`src/rtl/aux_xact_pkg.sv`:
```
package aux_xact_pkg;

  typedef enum logic [3:0] {
    S_IDLE,
    S_CLAIM,
    S_POLL,
    S_GAP,
    S_LAUNCH,
    S_WBUSY,
    S_SETTLE,
    S_RELEASE,
    S_RCHK,
    S_TAIL
  } seq_state_t;

  localparam logic [1:0] XS_OK         = 2'd0;
  localparam logic [1:0] XS_IO_ERR     = 2'd1;
  localparam logic [1:0] XS_BUSY_ERR   = 2'd2;
  localparam logic [1:0] XS_REMOTE_ERR = 2'd3;

  localparam logic [1:0] RPL_DEFER = 2'b10;

  function automatic int unsigned max_u(input int unsigned a, input int unsigned b);
    return (a > b) ? a : b;
  endfunction

endpackage

```
`src/rtl/aux_xact_timer.sv`:
```
module aux_xact_timer #(
  parameter int unsigned CNT_W = 8
) (
  input  logic             clk,
  input  logic             rst,
  input  logic             load,
  input  logic [CNT_W-1:0] value,
  output logic             expired
);

  logic [CNT_W-1:0] cnt_q;

  always_ff @(posedge clk) begin
    if (rst) begin
      cnt_q <= '0;
    end else if (load) begin
      cnt_q <= value;
    end else if (cnt_q != '0) begin
      cnt_q <= cnt_q - 1'b1;
    end
  end

  assign expired = (cnt_q == '0);

endmodule

```
`src/rtl/aux_xact_store.sv`:
```
module aux_xact_store #(
  parameter int unsigned ADDR_W  = 20,
  parameter int unsigned CMD_W   = 4,
  parameter int unsigned WORDS   = 4,
  parameter int unsigned WORD_W  = 32,
  parameter int unsigned REPLY_W = 4,
  parameter int unsigned CNT_W   = 5,
  parameter int unsigned LEN_W   = 4
) (
  input  logic                    clk,
  input  logic                    rst,
  input  logic                    accept,
  input  logic [CMD_W-1:0]        host_cmd,
  input  logic [ADDR_W-1:0]       host_addr,
  input  logic [CNT_W-1:0]        host_count,
  input  logic [WORDS*WORD_W-1:0] host_wdata,
  input  logic                    cap_reply,
  input  logic                    cap_data,
  input  logic [REPLY_W-1:0]      ch_reply,
  input  logic [WORDS*WORD_W-1:0] ch_rdata,
  output logic [CMD_W-1:0]        ch_cmd,
  output logic [ADDR_W-1:0]       ch_addr,
  output logic [LEN_W-1:0]        ch_len,
  output logic [WORDS*WORD_W-1:0] ch_wdata,
  output logic                    is_read,
  output logic [CNT_W-1:0]        req_count,
  output logic [REPLY_W-1:0]      host_reply,
  output logic [WORDS*WORD_W-1:0] host_rdata
);

  localparam int unsigned PAD_W = CNT_W - LEN_W;

  logic [CMD_W-1:0]   cmd_q;
  logic [ADDR_W-1:0]  addr_q;
  logic [LEN_W-1:0]   len_q;
  logic [REPLY_W-1:0] reply_q;

  always_ff @(posedge clk) begin
    if (rst) begin
      cmd_q   <= '0;
      addr_q  <= '0;
      len_q   <= '0;
      reply_q <= '0;
    end else begin
      if (accept) begin
        cmd_q   <= host_cmd;
        addr_q  <= host_addr;
        len_q   <= LEN_W'(host_count - CNT_W'(1));
        reply_q <= '0;
      end else if (cap_reply) begin
        reply_q <= ch_reply;
      end
    end
  end

  for (genvar w = 0; w < WORDS; w++) begin : g_word
    logic [WORD_W-1:0] wr_q;
    logic [WORD_W-1:0] rd_q;

    always_ff @(posedge clk) begin
      if (rst) begin
        wr_q <= '0;
        rd_q <= '0;
      end else if (accept) begin
        wr_q <= host_wdata[w*WORD_W +: WORD_W];
        rd_q <= '0;
      end else if (cap_data) begin
        rd_q <= ch_rdata[w*WORD_W +: WORD_W];
      end
    end

    assign ch_wdata[w*WORD_W +: WORD_W]   = wr_q;
    assign host_rdata[w*WORD_W +: WORD_W] = rd_q;
  end

  assign ch_cmd     = cmd_q;
  assign ch_addr    = addr_q;
  assign ch_len     = len_q;
  assign is_read    = cmd_q[0];
  assign req_count  = {{PAD_W{1'b0}}, len_q} + CNT_W'(1);
  assign host_reply = reply_q;

endmodule

```
`src/rtl/aux_xact_fsm.sv`:
```
module aux_xact_fsm
  import aux_xact_pkg::*;
#(
  parameter int unsigned CNT_W     = 5,
  parameter int unsigned TMR_W     = 8,
  parameter int unsigned POLLS     = 3,
  parameter int unsigned MAX_TRIES = 16,
  parameter int unsigned OWN_CYC   = 2,
  parameter int unsigned GAP_CYC   = 100,
  parameter int unsigned SETTLE_CYC = 400,
  parameter int unsigned BUSY_CYC  = 1000
) (
  input  logic             clk,
  input  logic             rst,
  input  logic             host_start,
  input  logic             is_read,
  input  logic [CNT_W-1:0] req_count,
  input  logic             ch_own_ack,
  input  logic             ch_ready,
  input  logic             ch_busy,
  input  logic [1:0]       rpl_low,
  input  logic [CNT_W-1:0] ch_rcount,
  input  logic             tmr_exp,
  output logic             tmr_load,
  output logic [TMR_W-1:0] tmr_value,
  output logic             accept,
  output logic             own_req,
  output logic             ch_start,
  output logic             host_busy,
  output logic             host_done,
  output logic [1:0]       status,
  output logic             cap_reply,
  output logic             cap_data
);

  localparam int unsigned TRY_W  = $clog2(MAX_TRIES + 1);
  localparam int unsigned POLL_W = $clog2(POLLS + 1);

  seq_state_t        st_q, st_d;
  logic [TRY_W-1:0]  tries_q, tries_d;
  logic [POLL_W-1:0] polls_q, polls_d;
  logic [1:0]        err_q, err_d;
  logic              own_q, own_d;
  logic              launch_q, launch_d;
  logic              done_q, done_d;
  logic              busy_q;

  always_comb begin
    st_d      = st_q;
    tries_d   = tries_q;
    polls_d   = polls_q;
    err_d     = err_q;
    own_d     = own_q;
    launch_d  = 1'b0;
    done_d    = 1'b0;
    tmr_load  = 1'b0;
    tmr_value = '0;
    accept    = 1'b0;
    cap_reply = 1'b0;
    cap_data  = 1'b0;
    case (st_q)
      S_IDLE: begin
        if (host_start) begin
          accept    = 1'b1;
          own_d     = 1'b1;
          err_d     = XS_OK;
          tries_d   = '0;
          polls_d   = '0;
          tmr_load  = 1'b1;
          tmr_value = TMR_W'(OWN_CYC);
          st_d      = S_CLAIM;
        end
      end
      S_CLAIM: begin
        if (tmr_exp) begin
          if (ch_own_ack) begin
            st_d = S_POLL;
          end else begin
            err_d = XS_IO_ERR;
            st_d  = S_RELEASE;
          end
        end
      end
      S_POLL: begin
        if (ch_ready) begin
          launch_d = 1'b1;
          tries_d  = tries_q + 1'b1;
          st_d     = S_LAUNCH;
        end else if (polls_q == POLL_W'(POLLS - 1)) begin
          err_d = XS_BUSY_ERR;
          st_d  = S_RELEASE;
        end else begin
          polls_d   = polls_q + 1'b1;
          tmr_load  = 1'b1;
          tmr_value = TMR_W'(GAP_CYC);
          st_d      = S_GAP;
        end
      end
      S_GAP: begin
        if (tmr_exp) st_d = S_POLL;
      end
      S_LAUNCH: begin
        tmr_load  = 1'b1;
        tmr_value = TMR_W'(BUSY_CYC);
        st_d      = S_WBUSY;
      end
      S_WBUSY: begin
        if (!ch_busy) begin
          tmr_load  = 1'b1;
          tmr_value = TMR_W'(SETTLE_CYC);
          st_d      = S_SETTLE;
        end else if (tmr_exp) begin
          err_d = XS_BUSY_ERR;
          st_d  = S_RELEASE;
        end
      end
      S_SETTLE: begin
        if (tmr_exp) begin
          if (rpl_low == RPL_DEFER) begin
            if (tries_q == TRY_W'(MAX_TRIES)) begin
              cap_reply = 1'b1;
              err_d     = XS_REMOTE_ERR;
              st_d      = S_RELEASE;
            end else begin
              launch_d = 1'b1;
              tries_d  = tries_q + 1'b1;
              st_d     = S_LAUNCH;
            end
          end else if (is_read && (ch_rcount != req_count)) begin
            cap_reply = 1'b1;
            err_d     = XS_REMOTE_ERR;
            st_d      = S_RELEASE;
          end else begin
            cap_reply = 1'b1;
            cap_data  = is_read;
            st_d      = S_RELEASE;
          end
        end
      end
      S_RELEASE: begin
        own_d     = 1'b0;
        tmr_load  = 1'b1;
        tmr_value = TMR_W'(OWN_CYC);
        st_d      = S_RCHK;
      end
      S_RCHK: begin
        if (tmr_exp) begin
          if (ch_own_ack) err_d = XS_IO_ERR;
          tmr_load  = 1'b1;
          tmr_value = TMR_W'(SETTLE_CYC);
          st_d      = S_TAIL;
        end
      end
      S_TAIL: begin
        if (tmr_exp) begin
          done_d = 1'b1;
          st_d   = S_IDLE;
        end
      end
      default: st_d = S_IDLE;
    endcase
  end

  always_ff @(posedge clk) begin
    if (rst) begin
      st_q     <= S_IDLE;
      tries_q  <= '0;
      polls_q  <= '0;
      err_q    <= XS_OK;
      own_q    <= 1'b0;
      launch_q <= 1'b0;
      done_q   <= 1'b0;
      busy_q   <= 1'b0;
    end else begin
      st_q     <= st_d;
      tries_q  <= tries_d;
      polls_q  <= polls_d;
      err_q    <= err_d;
      own_q    <= own_d;
      launch_q <= launch_d;
      done_q   <= done_d;
      busy_q   <= (st_d != S_IDLE);
    end
  end

  assign own_req   = own_q;
  assign ch_start  = launch_q;
  assign host_busy = busy_q;
  assign host_done = done_q;
  assign status    = err_q;

  AST_START_PULSE: assert property (@(posedge clk) disable iff (rst)
    ch_start |=> !ch_start) else $error("launch strobe wider than one cycle");

  AST_DONE_PULSE: assert property (@(posedge clk) disable iff (rst)
    host_done |=> !host_done) else $error("done wider than one cycle");

  AST_DONE_ENDS_BUSY: assert property (@(posedge clk) disable iff (rst)
    host_done |-> ($past(host_busy) && !host_busy)) else $error("done outside busy window");

  always_ff @(posedge clk) begin
    if (!rst) begin
      AST_TRIES_BOUND: assert (tries_q <= TRY_W'(MAX_TRIES)) else $error("attempt limit exceeded");
      AST_POLLS_BOUND: assert (polls_q < POLL_W'(POLLS)) else $error("poll limit exceeded");
    end
  end

endmodule

```
`src/rtl/aux_xact_seq.sv`:
```
module aux_xact_seq
  import aux_xact_pkg::*;
#(
  parameter int unsigned CLK_PER_US      = 100,
  parameter int unsigned ADDR_W          = 20,
  parameter int unsigned CMD_W           = 4,
  parameter int unsigned WORDS           = 4,
  parameter int unsigned WORD_W          = 32,
  parameter int unsigned REPLY_W         = 4,
  parameter int unsigned READY_POLLS     = 3,
  parameter int unsigned READY_GAP_US    = 100,
  parameter int unsigned SETTLE_US       = 400,
  parameter int unsigned MAX_TRIES       = 16,
  parameter int unsigned BUSY_TIMEOUT_US = 1000,
  parameter int unsigned OWN_LAT         = 2
) (
  input  logic                               clk,
  input  logic                               rst,
  input  logic                               host_start,
  input  logic [CMD_W-1:0]                   host_cmd,
  input  logic [ADDR_W-1:0]                  host_addr,
  input  logic [$clog2(WORDS*WORD_W/8+1)-1:0] host_count,
  input  logic [WORDS*WORD_W-1:0]            host_wdata,
  output logic                               host_busy,
  output logic                               host_done,
  output logic [1:0]                         host_status,
  output logic [REPLY_W-1:0]                 host_reply,
  output logic [WORDS*WORD_W-1:0]            host_rdata,
  output logic                               ch_own_req,
  input  logic                               ch_own_ack,
  input  logic                               ch_ready,
  output logic [CMD_W-1:0]                   ch_cmd,
  output logic [ADDR_W-1:0]                  ch_addr,
  output logic [$clog2(WORDS*WORD_W/8)-1:0]  ch_len,
  output logic [WORDS*WORD_W-1:0]            ch_wdata,
  output logic                               ch_start,
  input  logic                               ch_busy,
  input  logic [REPLY_W-1:0]                 ch_reply,
  input  logic [$clog2(WORDS*WORD_W/8+1)-1:0] ch_rcount,
  input  logic [WORDS*WORD_W-1:0]            ch_rdata
);

  localparam int unsigned DATA_W     = WORDS * WORD_W;
  localparam int unsigned MAX_BYTES  = DATA_W / 8;
  localparam int unsigned CNT_W      = $clog2(MAX_BYTES + 1);
  localparam int unsigned LEN_W      = $clog2(MAX_BYTES);
  localparam int unsigned GAP_CYC    = READY_GAP_US * CLK_PER_US;
  localparam int unsigned SETTLE_CYC = SETTLE_US * CLK_PER_US;
  localparam int unsigned BUSY_CYC   = BUSY_TIMEOUT_US * CLK_PER_US;
  localparam int unsigned MAX_CYC    = max_u(max_u(GAP_CYC, SETTLE_CYC), max_u(BUSY_CYC, OWN_LAT));
  localparam int unsigned TMR_W      = $clog2(MAX_CYC + 1);

  logic             tmr_load;
  logic [TMR_W-1:0] tmr_value;
  logic             tmr_exp;
  logic             accept;
  logic             cap_reply;
  logic             cap_data;
  logic             is_read;
  logic [CNT_W-1:0] req_count;

  aux_xact_timer #(
    .CNT_W(TMR_W)
  ) timer_i (
    .clk     (clk),
    .rst     (rst),
    .load    (tmr_load),
    .value   (tmr_value),
    .expired (tmr_exp)
  );

  aux_xact_fsm #(
    .CNT_W      (CNT_W),
    .TMR_W      (TMR_W),
    .POLLS      (READY_POLLS),
    .MAX_TRIES  (MAX_TRIES),
    .OWN_CYC    (OWN_LAT),
    .GAP_CYC    (GAP_CYC),
    .SETTLE_CYC (SETTLE_CYC),
    .BUSY_CYC   (BUSY_CYC)
  ) fsm_i (
    .clk        (clk),
    .rst        (rst),
    .host_start (host_start),
    .is_read    (is_read),
    .req_count  (req_count),
    .ch_own_ack (ch_own_ack),
    .ch_ready   (ch_ready),
    .ch_busy    (ch_busy),
    .rpl_low    (ch_reply[1:0]),
    .ch_rcount  (ch_rcount),
    .tmr_exp    (tmr_exp),
    .tmr_load   (tmr_load),
    .tmr_value  (tmr_value),
    .accept     (accept),
    .own_req    (ch_own_req),
    .ch_start   (ch_start),
    .host_busy  (host_busy),
    .host_done  (host_done),
    .status     (host_status),
    .cap_reply  (cap_reply),
    .cap_data   (cap_data)
  );

  aux_xact_store #(
    .ADDR_W  (ADDR_W),
    .CMD_W   (CMD_W),
    .WORDS   (WORDS),
    .WORD_W  (WORD_W),
    .REPLY_W (REPLY_W),
    .CNT_W   (CNT_W),
    .LEN_W   (LEN_W)
  ) store_i (
    .clk        (clk),
    .rst        (rst),
    .accept     (accept),
    .host_cmd   (host_cmd),
    .host_addr  (host_addr),
    .host_count (host_count),
    .host_wdata (host_wdata),
    .cap_reply  (cap_reply),
    .cap_data   (cap_data),
    .ch_reply   (ch_reply),
    .ch_rdata   (ch_rdata),
    .ch_cmd     (ch_cmd),
    .ch_addr    (ch_addr),
    .ch_len     (ch_len),
    .ch_wdata   (ch_wdata),
    .is_read    (is_read),
    .req_count  (req_count),
    .host_reply (host_reply),
    .host_rdata (host_rdata)
  );

  AST_START_OWNED: assert property (@(posedge clk) disable iff (rst)
    ch_start |-> ch_own_req) else $error("launch without ownership");

  AST_REQ_HELD: assert property (@(posedge clk) disable iff (rst)
    (ch_own_req && $past(ch_own_req)) |->
      ($stable(ch_addr) && $stable(ch_cmd) && $stable(ch_len) && $stable(ch_wdata)))
    else $error("request fields moved while owned");

  AST_DONE_RELEASED: assert property (@(posedge clk) disable iff (rst)
    host_done |-> !ch_own_req) else $error("done while still owning channel");

  AST_NO_START_IDLE: assert property (@(posedge clk) disable iff (rst)
    !host_busy |-> !ch_start) else $error("launch outside transaction");

endmodule

```
`config.mk`:
```
export PLATFORM = sky130hd
export DESIGN_NAME = aux_xact_seq
export DESIGN_NICKNAME = d
export VERILOG_FILES = /design/src/rtl/aux_xact_pkg.sv /design/src/rtl/aux_xact_timer.sv /design/src/rtl/aux_xact_store.sv /design/src/rtl/aux_xact_fsm.sv /design/src/rtl/aux_xact_seq.sv
export SDC_FILE = /design/constraint.sdc
export NUM_CORES = 1
export LEC_CHECK = 0
export ABC_AREA = 1
export CAP_MARGIN = 10
export CELL_PAD_IN_SITES_DETAIL_PLACEMENT = 1
export CELL_PAD_IN_SITES_GLOBAL_PLACEMENT = 1
export CORE_AREA = 5 5 227 229
export CTS_BUF_LIST = sky130_fd_sc_hd__clkbuf_4 sky130_fd_sc_hd__clkbuf_8
export CTS_CLUSTER_SIZE = 8
export DETAILED_ROUTE_END_ITERATION = 6
export DIE_AREA = 0 0 232 234
export HOLD_SLACK_MARGIN = 0.12
export PLACE_DENSITY = 0.79
export SKIP_LAST_GASP = 1
export SYNTH_ARGS = -nofsm -noshare
export SYNTH_HDL_FRONTEND = slang
export SYNTH_HIERARCHICAL = 1
export SYNTH_SLANG_ARGS = --single-unit
```
`constraint.sdc`:
```
create_clock -name clk -period 3.7 [get_ports clk]
set_input_delay 0.37 -clock clk [delete_from_list [all_inputs] [get_ports clk]]
set_output_delay 0.37 -clock clk [all_outputs]
set_load 0.02 [all_outputs]
```
==> results of run 1 <==
[routing by layer]
| layer | up-vias | track usage | wire length (microns) |
|---|---|---|---|
| met3 | 94 | 0.0661 | 4260 |
| met1 | 6240 | 0.195 | 19700 |
| met4 | 4 | 0.0576 | 1420 |
| met2 | 402 | 0.344 | 28200 |
| li1 | 6481 | - | - |
| met5 | - | 0 | 26 |
[worst max-delay path, stage by stage (launching register included)]
cell	delay (ns)
dfxtp_1	0.32
inv_1	0.09
ha_1	0.23
nand2_4	0.10
nor2_8	0.21
nand4_4	0.13
nor2_2	0.38
nand3_1	0.20
nor2_4	0.17
buf_4	0.56
nand2_1	0.19
a21oi_1	0.19
[cells by family after synthesis]
family	share of synthesized area
fa+ha+maj	0.00595
mux	0.00159
xor+xnor	0.00555
compound gates	0.132
simple gates	0.272
other cells	0.000297
buf+inv	0.0720
flops	0.511
[registers in the layout (all words and copies together) (netlist names)]
register,cells
fsm_i/host_busy,1
fsm_i/st_q,4
fsm_i/ch_start,1
store_i/host_reply,4
fsm_i/tries_q,5
store_i/g_word.rd_q,128
fsm_i/host_done,1
store_i/ch_cmd,4
fsm_i/polls_q,2
store_i/ch_addr,20
fsm_i/own_req,1
store_i/g_word.wr_q,128
store_i/ch_len,4
timer_i/cnt_q,17
fsm_i/status,2
[worst max-delay path by stage]
| stage | from | to | slack, ns | cells after the start |
|---|---|---|---|---|
| global route | timer_i/cnt_q[0] | store_i/g_word[3].rd_q[2] | 0.52 | 11 |
| global placement | timer_i/cnt_q[0] | store_i/g_word[3].rd_q[2] | 0.89 | 11 |
| detailed placement | timer_i/cnt_q[0] | store_i/g_word[3].rd_q[13] | 0.80 | 11 |
| CTS | timer_i/cnt_q[0] | store_i/g_word[2].rd_q[1] | 0.79 | 11 |
| floorplan | timer_i/cnt_q[0] | timer_i/cnt_q[11] | 1.48 | 17 |
| finish | timer_i/cnt_q[0] | store_i/g_word[3].rd_q[2] | 0.82 | 11 |
[area by class of cell]
type | instances | area, sq um
Antenna cell | 6 | 15.0
Clock buffer | 91 | 1130
Clock inverter | 13 | 168
Fill cell | 6028 | 29300
Inverter | 64 | 248
Multi-Input combinational cell | 1196 | 5290
Sequential cell | 322 | 6450
Tap cell | 672 | 841
Timing Repair Buffer | 603 | 6060
[report_power, final]
group | switching (mW) | internal, mW | total, mW
clock network | 1.53 | 2.20 | 3.73
registers | 0.391 | 4.09 | 4.48
logic | 3.09 | 1.95 | 5.04
[cell usage in the layout, fill, tap and decap left out, types with 9 or more instances in the layout]
master           Yosys  layout
o21ai_1             12      12
clkinv_2             1      10
nor2_1             370     368
clkbuf_4             0      20
dfxtp_1            322     322
a21oi_1            153     153
inv_1               56      55
nor2_4               7       9
clkbuf_8             1      71
nand2_2             10       9
o21ai_0            157     157
nand2_1            394     394
nand3_1             38      38
clkdlybuf4s50_1      0     592
==> metrics.md, run 1 <==
| Metric | Value |
|---|---|
| Status | `complete, no violations` |
| # hold bufs at CTS | `0` |
| Top cell type by total area after synthesis | `dfxtp_1` |
| Worst Reg-to-Reg Cells | `11` |
| Max_slew headroom | `0.518` |
| Top post-synthesis cells by count | `394 x nand2_1, 370 x nor2_1, 322 x dfxtp_1` |
| CP max FO | `66` |
| Netlist Area Pre-Place | `0.0126 sq mm` |
| Ratio of cells with drive above 1 in the final layout | `0.0703` |
| IO Port Bufs | `592` |
| Die width | `232 microns` |
| Hold path cells | `3` |
| Clk pin slew, worst setup/hold paths | `0.06 ns` |
| Count leader, synth | `nand2_1` |
| Hold EP | `store_i/g_word[1].rd_q[8]` |
| Row count | `82` |
| Hold Path Class | `input pin to register` |
| Initial antenna violation count | `7` |
| GR Overflow Total | `0` |
| Total number of vias | `13200` |
| Post-Layout Cell Count | `2967` |
| Syn Inst Count | `1691` |
| Dpl cell area | `0.0189 sq mm` |
| Core Region | `0.0495 sq mm` |
| Final ANT Viol Nets | `0` |
| Sequential cell area fraction in the yosys report | `0.511` |
| Post-CTS sizing | `0` |
| Hold Vio Cnt, Final | `0` |
| Dpl cells | `2857` |
| Power Total | `13.3 mW` |
| Req. time, crit path | `4.25 ns` |
| End of the worst register-to-register path | `store_i/g_word[3].rd_q[2]` |
| Seq cells post-synth | `322` |
| Synth top area cells | `dfxtp_1 51%, nand2_1 12%, nor2_1 11%` |
| Pwr per Cell Area | `656 mW/mm^2` |
| Lkg Pwr | `7.77 nW` |
| Crit share post-route | `0.779` |
| Drt drc | `0` |
| Global placer's final weighted congestion | `0.862` |
| Hold Slack | `0.307 ns` |
| Vias/cell | `4.46` |
| Setup crit end kind | `register` |
| Final nets | `2552` |
| Crit path launch type | `register` |
| Worst slack, placed | `0.802 ns` |
| Ys flop type | `dfxtp_1` |
| Fmax | `347 MHz` |
| Routed length per instance | `18.1 microns` |
| Initial core utilization | `0.255` |
| Clock Sinks | `322` |
| RSZ-0062 raised after global routing | `false` |
| Fin area | `0.0202 sq mm` |
| H-tree Lvls | `2` |
| Largest net degree at the start of global routing | `162` |
| Hold Path Origin | `ch_rdata[40]` |
| First DRT Iteration DRCs | `581` |
| Clk_lat worst skew | `0.62 ns` |
| Post-synth EDFFs | `0` |
| Synthesized area per cell | `7.46 sq um` |
| Ys Warns | `6` |
| Post-route minimum period | `2.88 ns` |
| CTS tree | `yes` |
| Flop2flop setup slack | `0.82 ns` |
| HPWL Detailed | `39.7 mm` |
| Post-synth ARST share | `0` |
| Total CTS buffers | `59` |
| Wirelength, routed | `53.7 mm` |
| VDD IR-drop max | `0.394 mV` |
| Buffer levels on the longest clock path | `3` |
| Setup violators final | `0` |
| Worst Tran Pin Value | `0.723 ns` |
| PnR worst setup slack | `0.817 ns` |
| Critical path class | `register to register` |
| Vias in the first global route | `14100` |
| Total track usage | `0.185` |
| Yosys top cell area share | `0.511` |
| Post-CTS Setup Bufs | `0` |
| Pre-antenna DRT Iters | `5` |
| Setup TNS | `0 ns` |
| Die area | `0.0543 sq mm` |
| Ports | `594` |
| Distinct cells, synth | `42` |
| First-pass GRT wire length | `79.8 mm` |
| Layout area overhead | `60.1%` |
| Die height | `234 microns` |
| CP arrival | `3.43 ns` |
| Final Max Tran Viols | `0` |
| Worst r2r src | `timer_i/cnt_q[0]` |
| Root buf cell | `clkbuf_8` |
| Max-capacitance violation count | `0` |
| Clk_skew | `0.0212 ns` |
| Final core utilization | `0.408` |
Note: power is estimated with default switching activity, not from simulation.
==> run 2, diff against run 1 <==
--- a/config.mk
+++ b/config.mk
@@ -9,13 +9,13 @@
 export CAP_MARGIN = 10
 export CELL_PAD_IN_SITES_DETAIL_PLACEMENT = 1
 export CELL_PAD_IN_SITES_GLOBAL_PLACEMENT = 1
-export CORE_AREA = 5 5 227 229
+export CORE_AREA = 5 5 228 230
 export CTS_BUF_LIST = sky130_fd_sc_hd__clkbuf_4 sky130_fd_sc_hd__clkbuf_8
 export CTS_CLUSTER_SIZE = 8
 export DETAILED_ROUTE_END_ITERATION = 6
-export DIE_AREA = 0 0 232 234
+export DIE_AREA = 0 0 233 235
 export HOLD_SLACK_MARGIN = 0.12
-export PLACE_DENSITY = 0.79
+export PLACE_DENSITY = 0.78
 export SKIP_LAST_GASP = 1
 export SYNTH_ARGS = -nofsm -noshare
 export SYNTH_HDL_FRONTEND = slang
==> constraint.sdc (replaced) <==
create_clock -name clk -period 2.71 [get_ports clk]
set_input_delay 0.271 -clock clk [delete_from_list [all_inputs] [get_ports clk]]
set_output_delay 0.271 -clock clk [all_outputs]
set_load 0.02 [all_outputs]
==> run 2 against run 1 <==
  * Clock skew increased by 0.0034 ns
  * Count of clock-buffer cells in the layout is 2 higher
  * Routed wire length increased by 1.5%
  * Register-to-register slack got worse by 0.62 ns
  * Via count increased by 1.8%
  * Die area increased by 0.86%
  * Non-clock buffer count increased by 19
  * Global-route usage rose by 0.47 points
  * Clock power up 34%
  * Sequential share of layout area decreased by 0.32 points
  * First-iteration DRC count shrank 6.7%
  * Critical endpoint is now timer_i/cnt_q[11]
  * Largest cell class unchanged
  * Highest routed layer unchanged
==> metrics.md, run 2 (synthesized netlist as in run 1, its figures left out) <==
| Metric | Value |
|---|---|
| Status | `complete, no violations (unchanged)` |
| Row count | `82 (unchanged)` |
| Global placer's final weighted congestion | `0.841 (was 0.862)` |
| Total number of vias | `13500 (was 13200)` |
| Met2 WL post-DR | `27.6 mm (was 28.2 mm)` |
| Total track usage | `0.189 (was 0.185)` |
| Clk_lat worst skew | `0.64 ns (was 0.62 ns)` |
| Die width | `233 microns (was 232 microns)` |
| Initial antenna violation count | `8 (was 7)` |
| End of the worst register-to-register path | `timer_i/cnt_q[11] (was store_i/g_word[3].rd_q[2])` |
| Root buf cell | `clkbuf_8 (unchanged)` |
| Layout area overhead | `61.7% (was 60.1%)` |
| Critical path class | `register to register (unchanged)` |
| P_sw | `6.94 mW (was 5.00 mW)` |
| Dpl cells | `2869 (was 2857)` |
| CP max FO | `7 (was 66)` |
| Met3 routed WL | `4.56 mm (was 4.26 mm)` |
| Crit share post-route | `0.925 (was 0.779)` |
| Clk pwr share | `0.275 (was 0.281)` |
| Final Max Tran Viols | `0 (unchanged)` |
| Lkg Pwr | `7.87 nW (was 7.77 nW)` |
| Hold Path Origin | `ch_rdata[63] (was ch_rdata[40])` |
| Ports | `594 (unchanged)` |
| Core Region | `0.0497 sq mm (was 0.0495 sq mm)` |
| Post-Layout Cell Count | `2986 (was 2967)` |
| GR Overflow Total | `0 (unchanged)` |
| Pre-antenna DRT Iters | `4 (was 5)` |
| Total CTS buffers | `61 (was 59)` |
| Worst Tran Pin Value | `0.581 ns (was 0.723 ns)` |
| Setup violators final | `0 (unchanged)` |
| Hold Vio Cnt, Final | `0 (unchanged)` |
| Fmax | `399 MHz (was 347 MHz)` |
| First-pass GRT wire length | `83.2 mm (was 79.8 mm)` |
| Gate power share | `0.389 (was 0.380)` |
| Pint | `11.3 mW (was 8.25 mW)` |
| Max-capacitance violation count | `0 (unchanged)` |
| Final ANT Viol Nets | `0 (unchanged)` |
| Req. time, crit path | `3.20 ns (was 4.25 ns)` |
| HPWL Detailed | `40.2 mm (was 39.7 mm)` |
| Die height | `235 microns (was 234 microns)` |
| Drt drc | `0 (unchanged)` |
| Initial core utilization | `0.254 (was 0.255)` |
| Vias/cell | `4.51 (was 4.46)` |
| Top Metal Used | `met5 (unchanged)` |
| Die area | `0.0548 sq mm (was 0.0543 sq mm)` |
| Switching share of power | `0.381 (was 0.378)` |
| Power Total | `18.2 mW (was 13.3 mW)` |
| First DRT Iteration DRCs | `542 (was 581)` |
| Pwr per Cell Area | `893 mW/mm^2 (was 656 mW/mm^2)` |
| Clock Sinks | `322 (unchanged)` |
| Commonest non-fill, non-tap cell in the layout | `clkdlybuf4s50_1 (unchanged)` |
| CTS tree | `yes (unchanged)` |
| Worst Reg-to-Reg Cells | `16 (was 11)` |
| IO Port Bufs | `592 (unchanged)` |
| Buffer levels on the longest clock path | `3 (unchanged)` |
| CP arrival | `3.00 ns (was 3.43 ns)` |
| Final nets | `2573 (was 2552)` |
| Largest net degree at the start of global routing | `110 (was 162)` |
| # hold bufs at CTS | `0 (unchanged)` |
| Hold EP | `store_i/g_word[1].rd_q[31] (was store_i/g_word[1].rd_q[8])` |
| Vias in the first global route | `14600 (was 14100)` |
| Wl on met1 | `20.2 mm (was 19.7 mm)` |
| Flop pwr share | `0.336 (was 0.338)` |
| Hold Path Class | `input pin to register (unchanged)` |
| Ratio of cells with drive above 1 in the final layout | `0.0788 (was 0.0703)` |
| Flop2flop setup slack | `0.20 ns (was 0.82 ns)` |
| Post-route minimum period | `2.51 ns (was 2.88 ns)` |
| Routed length per instance | `18.2 microns (was 18.1 microns)` |
| Clk pin slew, worst setup/hold paths | `0.07 ns (was 0.06 ns)` |
| Clk_skew | `0.0246 ns (was 0.0212 ns)` |
| Worst r2r src | `timer_i/cnt_q[0] (unchanged)` |
| H-tree Lvls | `2 (unchanged)` |
| Wirelength, routed | `54.4 mm (was 53.7 mm)` |
| Hold path cells | `3 (unchanged)` |
| VDD IR-drop max | `0.540 mV (was 0.394 mV)` |
| Setup crit end kind | `register (unchanged)` |
| Most frequent cells in the layout | `592 x clkdlybuf4s50_1, 394 x nand2_1, 368 x nor2_1, 322 x dfxtp_1, 157 x o21ai_0 (unchanged)` |
| Max_slew headroom | `0.613 (was 0.518)` |
| Crit path launch type | `register (unchanged)` |
-- run 2: cell types whose count changed in the layout (fill, tap and decap cells not counted), moves of 2 or more --
| cell | change |
|---|---|
| buf_12 | +7 |
| buf_4 | +12 |
| bufinv_16 | -2 |
| clkbuf_4 | +2 |
| clkinvlp_4 | +2 |
-- run 2: stage by stage --
stage | hold WS [ns] | setup slack [ns] | util | cell area [sq um] | setup TNS (ns)
floorplan | 0.365 | 0.486 | - | 12600 | 0
global placement | 0.448 | 0.135 | 0.383 | 19000 | 0
detailed placement | 0.455 | 0.0693 | 0.383 | 19000 | 0
CTS | 0.129 | 0.0892 | 0.409 | 20300 | 0
global route | 0.162 | -0.0128 | 0.411 | 20400 | -0.0128
finish | 0.204 | 0.202 | 0.411 | 20400 | 0
-- run 2: power by group through the flow --
stage / combinational, mW / clock, mW / sequential, mW
6_report: 7.08 / 5.01 / 6.12
3_3_place_gp: 6.80 / 0 / 6.14
2_1_floorplan: 3.40 / 0 / 6.94
4_1_cts: 7.05 / 5.18 / 6.13
5_1_grt: 7.76 / 5.39 / 6.24
3_5_place_dp: 7.00 / 0 / 6.20
-- run 2: area by class of cell --
class,instances,area (sq um)
clock inverters,12,125
inverters,64,250
well taps,672,841
diodes,5,12.5
flip-flops and latches,322,6450
clock buffers,93,1140
fillers,6070,29300
repair buffers,622,6290
multi-input cells,1196,5300
-- run 2: layer usage --
metal	up-vias	global-route usage
li1	6519	-
met1	6383	0.200
met2	424	0.340
met3	127	0.0666
met4	6	0.0809
met5	-	0
-- run 2: worst max path at each step --
stage	start	end	slack (ns)	cells past startpoint
after floorplan	timer_i/cnt_q[0]	timer_i/cnt_q[11]	0.49	17
after global placement	ch_rcount[0]	store_i/g_word[1].rd_q[16]	0.14	11
after CTS	timer_i/cnt_q[0]	timer_i/cnt_q[11]	0.09	14
after global routing	timer_i/cnt_q[0]	timer_i/cnt_q[11]	-0.01	16
after detailed placement	ch_rcount[0]	store_i/g_word[0].rd_q[8]	0.07	11
final	timer_i/cnt_q[0]	timer_i/cnt_q[11]	0.20	16
-- run 2: worst max-delay path, cell delays in order, from the launching register on --
cell,delay (ns)
dfxtp_1,0.33
inv_1,0.08
ha_1,0.23
nand2_4,0.10
nor2_8,0.13
nand4_4,0.11
nor2_4,0.18
nand2_1,0.10
nand2_1,0.17
inv_1,0.10
nand3_1,0.16
clkinvlp_4,0.22
buf_12,0.19
nand3_1,0.07
nand2_1,0.05
nand2_1,0.06
nor2_1,0.05
-- run 2: repair_timing --
item | in CTS | in global routing
buffers inserted | 0 | 7
resized for setup | 0 | 2
endpoints found under the setup margin | 0 | 142
